### src/rtl/serial_irq_pkg.sv
package serial_irq_pkg;
  localparam int NUM_SRC   = 4;
  localparam int CODE_W    = 4;
  localparam int SRC_RX    = 0;
  localparam int SRC_TX    = 1;
  localparam int SRC_LINE  = 2;
  localparam int SRC_MODEM = 3;

  localparam logic [CODE_W-1:0] CODE_NONE  = 4'b0001;
  localparam logic [CODE_W-1:0] CODE_LINE  = 4'b0110;
  localparam logic [CODE_W-1:0] CODE_RX    = 4'b0100;
  localparam logic [CODE_W-1:0] CODE_TX    = 4'b0010;
  localparam logic [CODE_W-1:0] CODE_MODEM = 4'b0000;

  typedef struct packed {
    logic               ldEnable;
    logic [NUM_SRC-1:0] clr;
  } ctlStrobe_t;
endpackage

### src/rtl/serial_irq_flags.sv
module serial_irq_flags
  import serial_irq_pkg::*;
(
  input  logic               clk,
  input  logic               rstN,
  input  logic [NUM_SRC-1:0] srcEvent,
  input  logic [NUM_SRC-1:0] ierData,
  input  ctlStrobe_t         strobes,
  output logic [NUM_SRC-1:0] active
);
  logic [NUM_SRC-1:0] pending;
  logic [NUM_SRC-1:0] enable;

  always_ff @(posedge clk) begin
    if (!rstN) enable <= '0;
    else if (strobes.ldEnable) enable <= ierData;
  end

  for (genvar i = 0; i < NUM_SRC; i++) begin : g_flag
    always_ff @(posedge clk) begin
      if (!rstN) pending[i] <= 1'b0;
      else if (srcEvent[i]) pending[i] <= 1'b1;
      else if (strobes.clr[i]) pending[i] <= 1'b0;
    end

    AST_SET_WINS: assert property (@(posedge clk) disable iff (!rstN)
      srcEvent[i] |=> pending[i]);
    AST_CLEAR_TAKES: assert property (@(posedge clk) disable iff (!rstN)
      (strobes.clr[i] && !srcEvent[i]) |=> !pending[i]);
  end

  assign active = pending & enable;
endmodule

### src/rtl/serial_irq_ctrl.sv
module serial_irq_ctrl
  import serial_irq_pkg::*;
(
  input  logic               clk,
  input  logic               rstN,
  input  logic               legacyMode,
  input  logic               accessN,
  input  logic [NUM_SRC-1:0] active,
  input  logic               wrIer,
  input  logic               rdLsr,
  input  logic               rdRbr,
  input  logic               rdIir,
  input  logic               wrThr,
  input  logic               rdMsr,
  output ctlStrobe_t         strobes,
  output logic               irqOut,
  output logic               irqGated,
  output logic [CODE_W-1:0]  irqCode
);
  logic topIsTx;
  logic rawIrq;
  logic svcQ;

  always_comb begin
    irqCode = CODE_NONE;
    if (active[SRC_MODEM]) irqCode = CODE_MODEM;
    if (active[SRC_TX])    irqCode = CODE_TX;
    if (active[SRC_RX])    irqCode = CODE_RX;
    if (active[SRC_LINE])  irqCode = CODE_LINE;
  end

  assign topIsTx = active[SRC_TX] & ~active[SRC_RX] & ~active[SRC_LINE];

  always_comb begin
    strobes                = '0;
    strobes.ldEnable       = wrIer;
    strobes.clr[SRC_LINE]  = rdLsr;
    strobes.clr[SRC_RX]    = rdRbr | rdLsr;
    strobes.clr[SRC_TX]    = wrThr | (rdIir & topIsTx);
    strobes.clr[SRC_MODEM] = rdMsr;
  end

  always_ff @(posedge clk) begin
    if (!rstN) svcQ <= 1'b0;
    else svcQ <= |(strobes.clr & active);
  end

  assign rawIrq   = |active;
  assign irqOut   = rawIrq & ~(legacyMode & svcQ);
  assign irqGated = irqOut & accessN;

  AST_IDLE_CODE: assert property (@(posedge clk) disable iff (!rstN)
    (active == '0) |-> (irqCode == CODE_NONE));
  AST_LINE_TOP: assert property (@(posedge clk) disable iff (!rstN)
    active[SRC_LINE] |-> (irqCode == CODE_LINE));
  AST_IRQ_NEEDS_SRC: assert property (@(posedge clk) disable iff (!rstN)
    irqOut |-> (active != '0));
  AST_LEVEL_STEADY: assert property (@(posedge clk) disable iff (!rstN)
    (!legacyMode && (active != '0)) |-> irqOut);
endmodule

### src/rtl/serial_irq_gen.sv
module serial_irq_gen
  import serial_irq_pkg::*;
(
  input  logic               clk,
  input  logic               rstN,
  input  logic               legacyMode,
  input  logic               accessN,
  input  logic [NUM_SRC-1:0] srcEvent,
  input  logic               wrIer,
  input  logic [NUM_SRC-1:0] ierData,
  input  logic               rdLsr,
  input  logic               rdRbr,
  input  logic               rdIir,
  input  logic               wrThr,
  input  logic               rdMsr,
  output logic               irqOut,
  output logic               irqGated,
  output logic [CODE_W-1:0]  irqCode
);
  ctlStrobe_t         strobes;
  logic [NUM_SRC-1:0] active;

  serial_irq_flags u_flags (
    .clk(clk), .rstN(rstN), .srcEvent(srcEvent), .ierData(ierData),
    .strobes(strobes), .active(active)
  );

  serial_irq_ctrl u_ctrl (
    .clk(clk), .rstN(rstN), .legacyMode(legacyMode), .accessN(accessN),
    .active(active), .wrIer(wrIer), .rdLsr(rdLsr), .rdRbr(rdRbr),
    .rdIir(rdIir), .wrThr(wrThr), .rdMsr(rdMsr), .strobes(strobes),
    .irqOut(irqOut), .irqGated(irqGated), .irqCode(irqCode)
  );
endmodule

### config.mk
export PLATFORM = sky130hd
export DESIGN_NAME = serial_irq_gen
export DESIGN_NICKNAME = d
export VERILOG_FILES = /design/src/rtl/serial_irq_pkg.sv /design/src/rtl/serial_irq_flags.sv /design/src/rtl/serial_irq_ctrl.sv /design/src/rtl/serial_irq_gen.sv
export SDC_FILE = /design/constraint.sdc
export NUM_CORES = 1
export LEC_CHECK = 0
export ABC_AREA = 1
export BUFFER_PORTS_ARGS = -buffer_cell sky130_fd_sc_hd__buf_2
export CELL_PAD_IN_SITES_DETAIL_PLACEMENT = 0
export CELL_PAD_IN_SITES_GLOBAL_PLACEMENT = 1
export CORE_MARGIN = 2
export CORE_UTILIZATION = 28
export CTS_BUF_LIST = sky130_fd_sc_hd__clkbuf_16
export DETAILED_ROUTE_END_ITERATION = 7
export PLACE_DENSITY = 0.86
export SYNTH_ARGS = -nofsm -noshare
export SYNTH_HDL_FRONTEND = slang
export SYNTH_SLANG_ARGS = --single-unit
### constraint.sdc
create_clock -name clk -period 1.4 [get_ports clk]
set_input_delay 0.07 -clock clk [delete_from_list [all_inputs] [get_ports clk]]
set_output_delay 0.07 -clock clk [all_outputs]
set_load 0.02 [all_outputs]
==> Word-level counts from Yosys, hierarchy flattened <==
Index checks and enable logic that the tools add are counted.
{ "word_totals": {"elab_cells": 37, "out_inout_bits": 6, "reg_bits": 9, "inputBits": 18} }
{ "classes": {"reduce_logical": 6, "mux": 12, "bitwise": 13} }
{ "op_table": {"columns": ["op", "n"], "rows": [
  ["1-bit two-way mux", 9],
  ["4-bit bitwise AND", 2],
  ["2-bit nonzero test", 4],
  ["4-bit OR reduction", 2],
  ["1-bit bitwise AND", 6],
  ["3-bit two-way mux", 2],
  ["1-bit NOT", 3],
  ["2-bit two-way mux", 1],
  ["1-bit bitwise OR", 2]
]} }

==> Logic depth before layout (Yosys ltp) <==
Gate-level depths: netlist of run 1.
{ "depth": {"depth_word": 8, "depth_mapped": 6, "mapped_depth_nobuf": 6} }

==> Modules after synthesis <==
A second synthesis of run 1 with hierarchy kept.
{ "hier_totals": {"cells_unflattened": 80, "area_unflattened_um2": 490.5} }
{ "by_module_without_submodules": {"columns": ["mod", "n_inst", "area_each_um2", "cells_each", "seq_area_each_um2"], "rows": [
  ["serial_irq_flags", 1, 312.8, 46, 160.2],
  ["serial_irq_ctrl", 1, 177.7, 34, 20.0]
]} }

==> Worst setup path before layout of run 1 <==
Ideal clock, no wire load.
{ "synth_timing": {"path_type": "flip-flop to output port", "startpoint": "register u_flags.pending[2]", "endpoint": "output port irqGated", "slack_ns": 0.203, "path_stages_with_launch": 6, "path_buffers": 0, "arrival_ns": 1.127, "required_ns": 1.330, "path_cell_list": "dfxtp_1 -> nand2_2 -> nand2_4 -> nor2_2 -> a21oi_2 -> and2_1"} }
{ "synth_via": {"elab_chain_cells": 4} }
{ "synth_lines": {"columns": ["item", "line_no", "source"], "rows": [
  ["start, declared", "serial_irq_flags.sv:11", "logic [NUM_SRC-1:0] pending;"],
  ["start signal, assigned by index", "serial_irq_flags.sv:21", "if (!rstN) pending[i] <= 1'b0;"],
  ["start signal, assigned by index", "serial_irq_flags.sv:22", "else if (srcEvent[i]) pending[i] <= 1'b1;"],
  ["start signal, assigned by index", "serial_irq_flags.sv:23", "else if (strobes.clr[i]) pending[i] <= 1'b0;"],
  ["4-bit bitwise AND", "serial_irq_flags.sv:32", "assign active = pending & enable;"],
  ["4-bit OR reduction", "serial_irq_ctrl.sv:48", "assign rawIrq = |active;"],
  ["1-bit bitwise AND", "serial_irq_ctrl.sv:49", "assign irqOut = rawIrq & ~(legacyMode & svcQ);"],
  ["named net irqOut", "serial_irq_gen.sv:16", "output logic irqOut,"],
  ["1-bit bitwise AND", "serial_irq_ctrl.sv:50", "assign irqGated = irqOut & accessN;"],
  ["end, declared", "serial_irq_gen.sv:17", "output logic irqGated,"]
]} }
The timed path passes the listed nets, and every way through them passes these cells.

==> Worst setup path in the final report of run 1 <==
{ "layout_timing": {"startpoint": "register u_flags.pending[0]", "endpoint": "output port irqGated"} }
{ "layout_via": {"elab_chain_cells": 4} }
{ "layout_lines": {"columns": ["item", "line_no"], "rows": [
  ["4-bit bitwise AND", "serial_irq_flags.sv:32"],
  ["4-bit OR reduction", "serial_irq_ctrl.sv:48"],
  ["1-bit bitwise AND", "serial_irq_ctrl.sv:49"],
  ["1-bit bitwise AND", "serial_irq_ctrl.sv:50"]
]} }
No other way between the ends.

==> results of run 1 <==
[cell families (layout without fill, tap and decap cells)]
kind of cell,Yosys count,in the layout,share of synthesized area [%]
flip-flops,9,9,42.10
buffers and inverters,12,37,11.40
AND/OR/NAND/NOR,29,29,30.41
AO/OA/AOI/OAI,12,12,15.20
other,1,1,0.8764
[state kept, by name, indices dropped and copies added (netlist names)]
name	count
u_ctrl.svcQ	1
u_flags.enable	4
u_flags.pending	4
[Yosys cell counts (all sizes together)]
cell type / count / area [sq um]
nor2: 14 / 55.06
inv: 11 / 41.29
nand2: 11 / 53.80
dfxtp: 9 / 180.2
o21ai: 6 / 30.02
a21oi: 5 / 28.78
nand3: 3 / 15.01
a31oi: 1 / 6.260
and2: 1 / 6.260
buf: 1 / 7.510
conb: 1 / 3.750
[power by group through the flow]
stage	clock network (W)	registers (W)	logic (W)
detailed placement	0	0.000289	0.000104
global route	0.000518	0.000287	0.000116
floorplan	0	0.000286	0.0000638
CTS	0.000509	0.000285	0.000105
finish	0.000497	0.000285	0.000103
global placement	0	0.000288	0.000103
[cell type report]
type / instances / share of cell area, %
Timing Repair Buffer: 22 / 17.50
Clock inverter: 1 / 0.5964
Tap cell: 16 / 3.181
Clock buffer: 3 / 11.93
Multi-Input combinational cell: 42 / 31.61
Sequential cell: 9 / 28.63
Inverter: 11 / 6.561
[placed cells by master (no fill, tap or decap), types with 2 or more instances in the layout]
master,instances
a21oi_1,4
buf_2,22
clkbuf_16,3
dfxtp_1,9
inv_1,12
nand2_1,8
nand2_2,2
nand3_1,3
nor2_1,13
o21ai_0,5
[layer usage]
layer  wire length [microns]  up-vias  GRT usage (%)
met2                     432       18          17.61
met1                     380      203          13.95
met5                       0        -              0
li1                        -      241              -
met3                      79        2          2.979
met4                      16        0          7.273
[per-stage QoR]
stage	util [%]	cells	setup WS, ns
finish	42.77	104	0.1696
global route	42.77	104	0.07862
CTS	42.77	104	0.1546
detailed placement	37.42	100	0.4084
global placement	37.42	100	0.4168
floorplan	-	63	0.2034
[worst paths after layout]
kind / to / cells past startpoint
hold / removal: u_flags.pending[3]$_SDFFE_PN0P_ / 3
setup reg to reg: u_ctrl.svcQ$_SDFF_PN0_ / 5
hold reg to reg: u_flags.pending[2]$_SDFFE_PN0P_ / 2
setup / recovery: irqGated / 6
[critical path, stage by stage (launching register included)]
cell and delay (ns):
dfxtp_1 0.33, nand2_1 0.10, nand2_4 0.09, nor2_2 0.04
a21oi_2 0.10, and2_1 0.12, buf_2 0.15
==> impl_metrics.csv, run 1 <==
group,metric,value,unit
outcome,status,"complete, no violations",
yosys,syn_avg_cell_area,6.792,sq um
drt,wire_per_inst,8.731,microns
clocking,clk_latency,0.23,ns
timing,rsz0062_at_grt,"false",
final_layout,area_growth_syn_to_layout,47.08,%
critical_path,required,1.33,ns
drt,drt-vias-per-instance,4.462,
power,p_int,0.0006919,W
critical_path,cp.arrival,1.16,ns
global_routing,grt_pass1_vias,416,
run,cap_violations,0,
power,power_frac_clock,56.2,%
timing,skew,0.001765,ns
drt,drt-pass1-iter-count,2,
die,die_x,43.09,microns
critical_path,rr_startpoint,"u_flags.pending[0]$_SDFFE_PN0P_",
timing,setup_violations,0,
yosys,syn_area,427.9,sq um
clocking,cts.repair.resized,0,
die,die_h,43.09,microns
clocking,clock_sinks,9,
power,powerDensity,1407,nW/um^2
final_layout,multi_input_area,198.9,sq um
drt,vias,464,
critical_path,critPathLaunchType,"flip-flop",
die,rows,14,
global_routing,grt_usage,11.46,%
yosys,ys_warn_count,0,
global_routing,grt.overflow.total,0,
final_layout,fin_area,629.4,sq um
clocking,cts_tree,"done",
timing,slew_violations,0,
critical_path,crit_path_end_kind,"output pin",
global_routing,grt_antenna_before_repair,0,
place,placed_area,550.5,sq um
clocking,clockBufferDepth,2,
place,portBuffers,22,
final_layout,nFillCells,175,
power,seqPwrFrac,32.1,%
power,sw_frac_of_total,21.88,%
clocking,root_buffer,"clkbuf_16",
critical_path,criticalPathCategory,"flip-flop to output pin",
clocking,cts_setup_buffers,0,
drt,wirelength,908,microns
drt,first_iter_violations,4,
timing,min_period_over_period,87.88,%
yosys,synth-seq-area-share,42.11,%
place,place.gp.congestion,0.6839,
clocking,cts.clk_slew.worst_paths,0.04,ns
final_layout,antenna_cells,0,
yosys,synth_seq_cells,9,
clocking,numCtsBuffers,3,
die,core-area,1471,sq um
power,leakage,0.3586,nW
critical_path,path_max_fanout,4,
yosys,syn-num-nets,81,
timing,finalHoldViolations,0,
power,power.total,0.0008857,W
timing,hold_slack,0.04046,ns
power,switchingPower,0.0001938,W
yosys,syn_inst,63,
place,dp_hpwl,735.4,microns
final_layout,regArea,180.2,sq um
drt,drcViolationCount,0,
power,ir_drop,0.0006265,V
drt,antenna_left,0,
hold_path,min_from,"srcEvent[3]",
global_routing,grt_max_degree,6,
critical_path,rrSetupSlack,0.54,ns
die,start_util,29.08,%
timing,fmax,812.8,MHz
final_layout,nNetsFinal,107,
die,die_area,1857,sq um
clocking,hold_buffers,0,
clocking,h-tree-depth,1,
yosys,ys_types,16,
hold_path,min_path_type,"input pin to flip-flop",
timing,period_minus_slack,1.230,ns
critical_path,startpoint,"u_flags.pending[0]$_SDFFE_PN0P_",
final_layout,drive_gt1_share,34.09,%
power,p_comb_share,11.7,%
global_routing,grt_pass1_wl,1.621,mm
die,ios,24,
timing,tns,0,ns
No activity file was read; power rests on OpenSTA's default activity.
==> inputs of run 2 (changes only) <==
- CELL_PAD_IN_SITES_DETAIL_PLACEMENT: 0 -> not set
- CELL_PAD_IN_SITES_GLOBAL_PLACEMENT: 1 -> not set
- CORE_AREA: not set -> 2 2 39 41
- CORE_MARGIN: 2 -> not set
- CORE_UTILIZATION: 28 -> not set
- DIE_AREA: not set -> 0 0 41 43
- PLACE_DENSITY: 0.86 -> 0.7
==> run 2 against run 1 <==
- non-clock buffer count unchanged
- clock skew is 0.0011 ns lower
- cell area is the same
- combinational power about the same
- sequential power barely moved
- global-route usage rose by 1.5 points
- via count rose by 0.22%
- wire length up 2.5%
- critical path type unchanged
==> impl_metrics.csv, run 2 (synthesis gave the netlist of run 1 again) <==
group,metric,value,unit
critical_path,criticalPathCategory,"flip-flop to output pin",
drt,vias,465,
final_layout,nNetsFinal,107,
timing,tns,0,ns
critical_path,critPathLaunchType,"flip-flop",
timing,setup_violations,0,
global_routing,grt_antenna_before_repair,0,
global_routing,grt_pass1_wl,1.455,mm
clocking,root_buffer,"clkbuf_16",
drt,drt-vias-per-instance,4.471,
critical_path,required,1.33,ns
clocking,h-tree-depth,1,
final_layout,layout_common_cells,"buf_2 (22), nor2_1 (13), inv_1 (12), dfxtp_1 (9), nand2_1 (8)",
critical_path,r2r-end,"u_ctrl.svcQ$_SDFF_PN0_",
timing,slew_violations,0,
critical_path,critPathSlowestCell,"dfxtp_1",
die,start_util,30.92,%
timing,hold_slack,0.05264,ns
power,switchingPower,0.0001831,W
drt,wire_per_inst,8.952,microns
power,power_frac_clock,55.4,%
global_routing,grt_max_degree,6,
drt,wirelength,931,microns
critical_path,rr_worst_depth,5,
clocking,cts.repair.resized,0,
outcome,status,"complete, no violations",
die,core-area,1384,sq um
critical_path,rrSetupSlack,0.50,ns
drt,drcViolationCount,0,
power,ir_drop,0.0007875,V
global_routing,grt_pass1_vias,399,
run,cap_violations,0,
final_layout,area_growth_syn_to_layout,47.08,%
critical_path,critPathMaxStageDelay,0.33,ns
critical_path,rr_startpoint,"u_flags.enable[0]$_SDFFE_PN0P_",
die,die_x,41,microns
global_routing,grt.overflow.total,0,
place,place.gp.congestion,0.6761,
place,portBuffers,22,
final_layout,nFillCells,147,
clocking,clock_sinks,9,
final_layout,layout_commonest_cell,"buf_2",
critical_path,crit_path_end_kind,"output pin",
critical_path,path_cells,"nand2_1 > nand2_4 > nor2_2 > a21oi_2 > and2_1 > buf_2",
clocking,hold_buffers,0,
power,leakage,0.3586,nW
clocking,cts_setup_buffers,0,
clocking,clockBufferDepth,2,
final_layout,drive_gt1_share,34.09,%
critical_path,path_max_fanout,4,
drt,first_iter_violations,5,
timing,period_minus_slack,1.249,ns
critical_path,startpoint,"u_flags.enable[0]$_SDFFE_PN0P_",
power,p_int,0.0006909,W
clocking,cts_tree,"done",
drt,drt-pass1-iter-count,4,
clocking,cts.clk_slew.worst_paths,0.04,ns
die,die_h,43,microns
timing,skew,0.0006210,ns
power,sw_frac_of_total,20.95,%
place,place_ws,0.3996,ns
clocking,numCtsBuffers,3,
final_layout,antenna_cells,0,
final_layout,largestRegisters,"u_flags.enable (4), u_flags.pending (4), u_ctrl.svcQ (1)",
hold_path,min_path_type,"input pin to flip-flop",
power,powerDensity,1389,nW/um^2
die,rows,14,
timing,min_period_over_period,89.20,%
die,die_area,1763,sq um
global_routing,grt_usage,12.93,%
timing,finalHoldViolations,0,
timing,fmax,800.8,MHz
place,dp_hpwl,741.8,microns
die,ios,24,
hold_path,hold_depth,3,
power,p_comb_share,11.9,%
power,seqPwrFrac,32.7,%
drt,antenna_left,0,
timing,fin_ws,0.1513,ns
critical_path,cp.arrival,1.18,ns
clocking,clk_latency,0.23,ns
timing,rsz0062_at_grt,"false",
critical_path,crit_path_end,"irqGated",
run 2: cell counts in the layout (fill, tap and decap cells not counted):
Identical to the previous run, type by type.
run 2: final cells by class:
cell class	instances	area [sq um]	share of cell area, %
Multi-Input combinational cell	42	198.9	31.61
Sequential cell	9	180.2	28.63
Timing Repair Buffer	22	110.1	17.50
Clock buffer	3	75.07	11.93
Inverter	11	41.29	6.561
Tap cell	16	20.02	3.181
Clock inverter	1	3.754	0.5964
run 2: power groups by stage:
stage / registers, W / clock network, W / logic [W]
2_1_floorplan: 0.000286 / 0 / 0.0000638
3_3_place_gp: 0.000289 / 0 / 0.000103
3_5_place_dp: 0.000289 / 0 / 0.000105
4_1_cts: 0.000286 / 0.000496 / 0.000106
5_1_grt: 0.000287 / 0.000507 / 0.000119
6_report: 0.000286 / 0.000485 / 0.000104
run 2: worst max-delay path, delay by kind of cell, from the launching register on:
family | cells | cell delay, ns
simple gates | 4 | 0.36
flops | 1 | 0.33
buf+inv | 1 | 0.15
compound gates | 1 | 0.10
run 2: worst min path at each step:
stage,end,from,slack [ns]
floorplan,u_flags.pending[2]$_SDFFE_PN0P_,srcEvent[2],0.19
global placement,u_flags.pending[0]$_SDFFE_PN0P_,srcEvent[0],0.28
detailed placement,u_flags.pending[3]$_SDFFE_PN0P_,srcEvent[3],0.28
CTS,u_flags.pending[2]$_SDFFE_PN0P_,srcEvent[2],0.06
global route,u_flags.pending[0]$_SDFFE_PN0P_,srcEvent[0],0.07
finish,u_flags.pending[2]$_SDFFE_PN0P_,srcEvent[2],0.05
run 2: layer usage:
metal | routed length [microns] | GRT usage (%)
met2 | 452 | 19.69
met3 | 95 | 3.665
met1 | 347 | 13.11
met4 | 35 | 12.00
met5 | 0 | 0
run 2: stage by stage:
step	instances	power [W]	util, %	cell area, sq um
6_report	104	0.0008739	45.48	629.4
2_1_floorplan	63	0.0003503	-	427.9
3_3_place_gp	100	0.0003914	39.78	550.5
3_5_place_dp	100	0.0003939	39.78	550.5
4_1_cts	104	0.0008872	45.48	629.4
5_1_grt	104	0.0009134	45.48	629.4
==> inputs of run 3 (changes only) <==
- CTS_CLUSTER_SIZE: not set -> 20
- MAX_ROUTING_LAYER: not set -> met4
==> run 3 against run 2 <==
- first-iteration DRC count is the same
- final cell count unchanged
- register-to-register slack barely moved
- non-clock buffer count unchanged
- sequential share of layout area is the same
- wire length decreased by 0.43%
- largest cell class unchanged
- largest power group unchanged
==> impl_metrics.csv, run 3 (synthesis gave the netlist of run 1 again) <==
group,metric,value,unit
outcome,status,"complete, no violations",
hold_path,min_path_type,"input pin to flip-flop",
timing,slew_violations,0,
drt,antenna_left,0,
global_routing,grt_pass1_vias,399,
global_routing,grt.overflow.total,0,
clocking,cts_setup_buffers,0,
die,die_x,41,microns
power,leakage,0.3586,nW
drt,wirelength,927,microns
final_layout,nFillCells,147,
timing,finalHoldViolations,0,
final_layout,largestRegisters,"u_flags.enable (4), u_flags.pending (4), u_ctrl.svcQ (1)",
clocking,hold_buffers,0,
critical_path,r2r-end,"u_ctrl.svcQ$_SDFF_PN0_",
place,place_ws,0.3996,ns
place,dp.cells,100,
global_routing,grt_antenna_before_repair,0,
place,placed_area,550.5,sq um
die,die_h,43,microns
clocking,clockBufferDepth,2,
global_routing,grt_usage,13.25,%
clocking,root_buffer,"clkbuf_16",
drt,vias,464,
final_layout,regArea,180.2,sq um
run,cap_violations,0,
clocking,cts_tree,"done",
clocking,numCtsBuffers,3,
timing,setup_violations,0,
die,rows,14,
drt,wire_per_inst,8.913,microns
place,dp_hpwl,741.8,microns
final_layout,drive_gt1_share,34.09,%
final_layout,area_growth_syn_to_layout,47.08,%
die,ios,24,
final_layout,fin_area,629.4,sq um
critical_path,rr_worst_depth,5,
critical_path,cp.arrival,1.18,ns
timing,tns,0,ns
global_routing,grt_pass1_wl,1.455,mm
final_layout,antenna_cells,0,
critical_path,required,1.33,ns
timing,min_period_over_period,89.19,%
place,place.gp.congestion,0.6829,
hold_path,holdPathEnd,"u_flags.pending[2]$_SDFFE_PN0P_",
critical_path,criticalPathCategory,"flip-flop to output pin",
critical_path,rrSetupSlack,0.50,ns
clocking,cts.repair.resized,0,
final_layout,multi_input_area,198.9,sq um
die,die_area,1763,sq um
critical_path,path_max_fanout,4,
hold_path,hold_depth,3,
drt,drcViolationCount,0,
drt,first_iter_violations,5,
drt,drt-pass1-iter-count,4,
critical_path,rr_startpoint,"u_flags.enable[0]$_SDFFE_PN0P_",
power,ir_drop,0.0007877,V
timing,period_minus_slack,1.249,ns
clocking,cts.clk_slew.worst_paths,0.04,ns
drt,drt-vias-per-instance,4.462,
die,start_util,30.92,%
timing,skew,0.0006397,ns
critical_path,crit_path_end_kind,"output pin",
power,powerDensity,1389,nW/um^2
clocking,clk_latency,0.23,ns
place,portBuffers,22,
hold_path,min_from,"srcEvent[2]",
timing,fmax,800.9,MHz
final_layout,layout_commonest_cell,"buf_2",
critical_path,critPathLaunchType,"flip-flop",
global_routing,grt_max_degree,6,
timing,fin_ws,0.1514,ns
final_layout,fin_util,45.48,%
final_layout,nNetsFinal,107,
final_layout,fin_cells,104,
timing,rsz0062_at_grt,"false",
clocking,clock_sinks,9,
final_layout,layout_common_cells,"buf_2 (22), nor2_1 (13), inv_1 (12), dfxtp_1 (9), nand2_1 (8)",
clocking,h-tree-depth,1,
die,core-area,1384,sq um
## run 3: cell counts in the layout (fill, tap and decap cells not counted)
No cell type changed its count.
## run 3: per-layer routing
layer	vias up	global-route usage [%]	routed length, microns
li1	240	-	-
met1	200	13.44	356
met2	19	19.69	449
met3	5	3.141	85
met4	0	12.00	35
met5	-	-	0
## run 3: stage by stage
stage	hold slack, ns	total power (W)
2_1_floorplan	0.1874	0.0003503
3_5_place_dp	0.2842	0.0003939
4_1_cts	0.05749	0.0008872
5_1_grt	0.07350	0.0009134
3_3_place_gp	0.2796	0.0003914
6_report	0.05261	0.0008740
## run 3: worst max path at each step
| stage | startpoint | endpoint |
|---|---|---|
| finish | u_flags.enable[0]$_SDFFE_PN0P_ | irqGated |
| global route | u_flags.pending[0]$_SDFFE_PN0P_ | irqGated |
| CTS | u_flags.enable[0]$_SDFFE_PN0P_ | irqGated |
| detailed placement | u_flags.pending[0]$_SDFFE_PN0P_ | irqGated |
| global placement | u_flags.enable[1]$_SDFFE_PN0P_ | irqGated |
| floorplan | u_flags.pending[2]$_SDFFE_PN0P_ | irqGated |
## run 3: where the power goes
group	internal [W]	leakage, nW	switching, W
Sequential	0.000275	0.0749	0.0000107
Clock	0.000372	0.0423	0.000113
Combinational	0.0000441	0.241	0.0000596
Total	0.000691	0.359	0.000183
## run 3: critical path: stages (launching register included)
cell and delay, ns:
dfxtp_1 0.33, nand2_1 0.11, nand2_4 0.09, nor2_2 0.04
a21oi_2 0.10, and2_1 0.12, buf_2 0.15
## run 3: cell type report
class                   count  area share (%)
inverters                  11           6.561
clock buffers               3           11.93
multi-input cells          42           31.61
repair buffers             22           17.50
flip-flops and latches      9           28.63
clock inverters             1          0.5964
well taps                  16           3.181
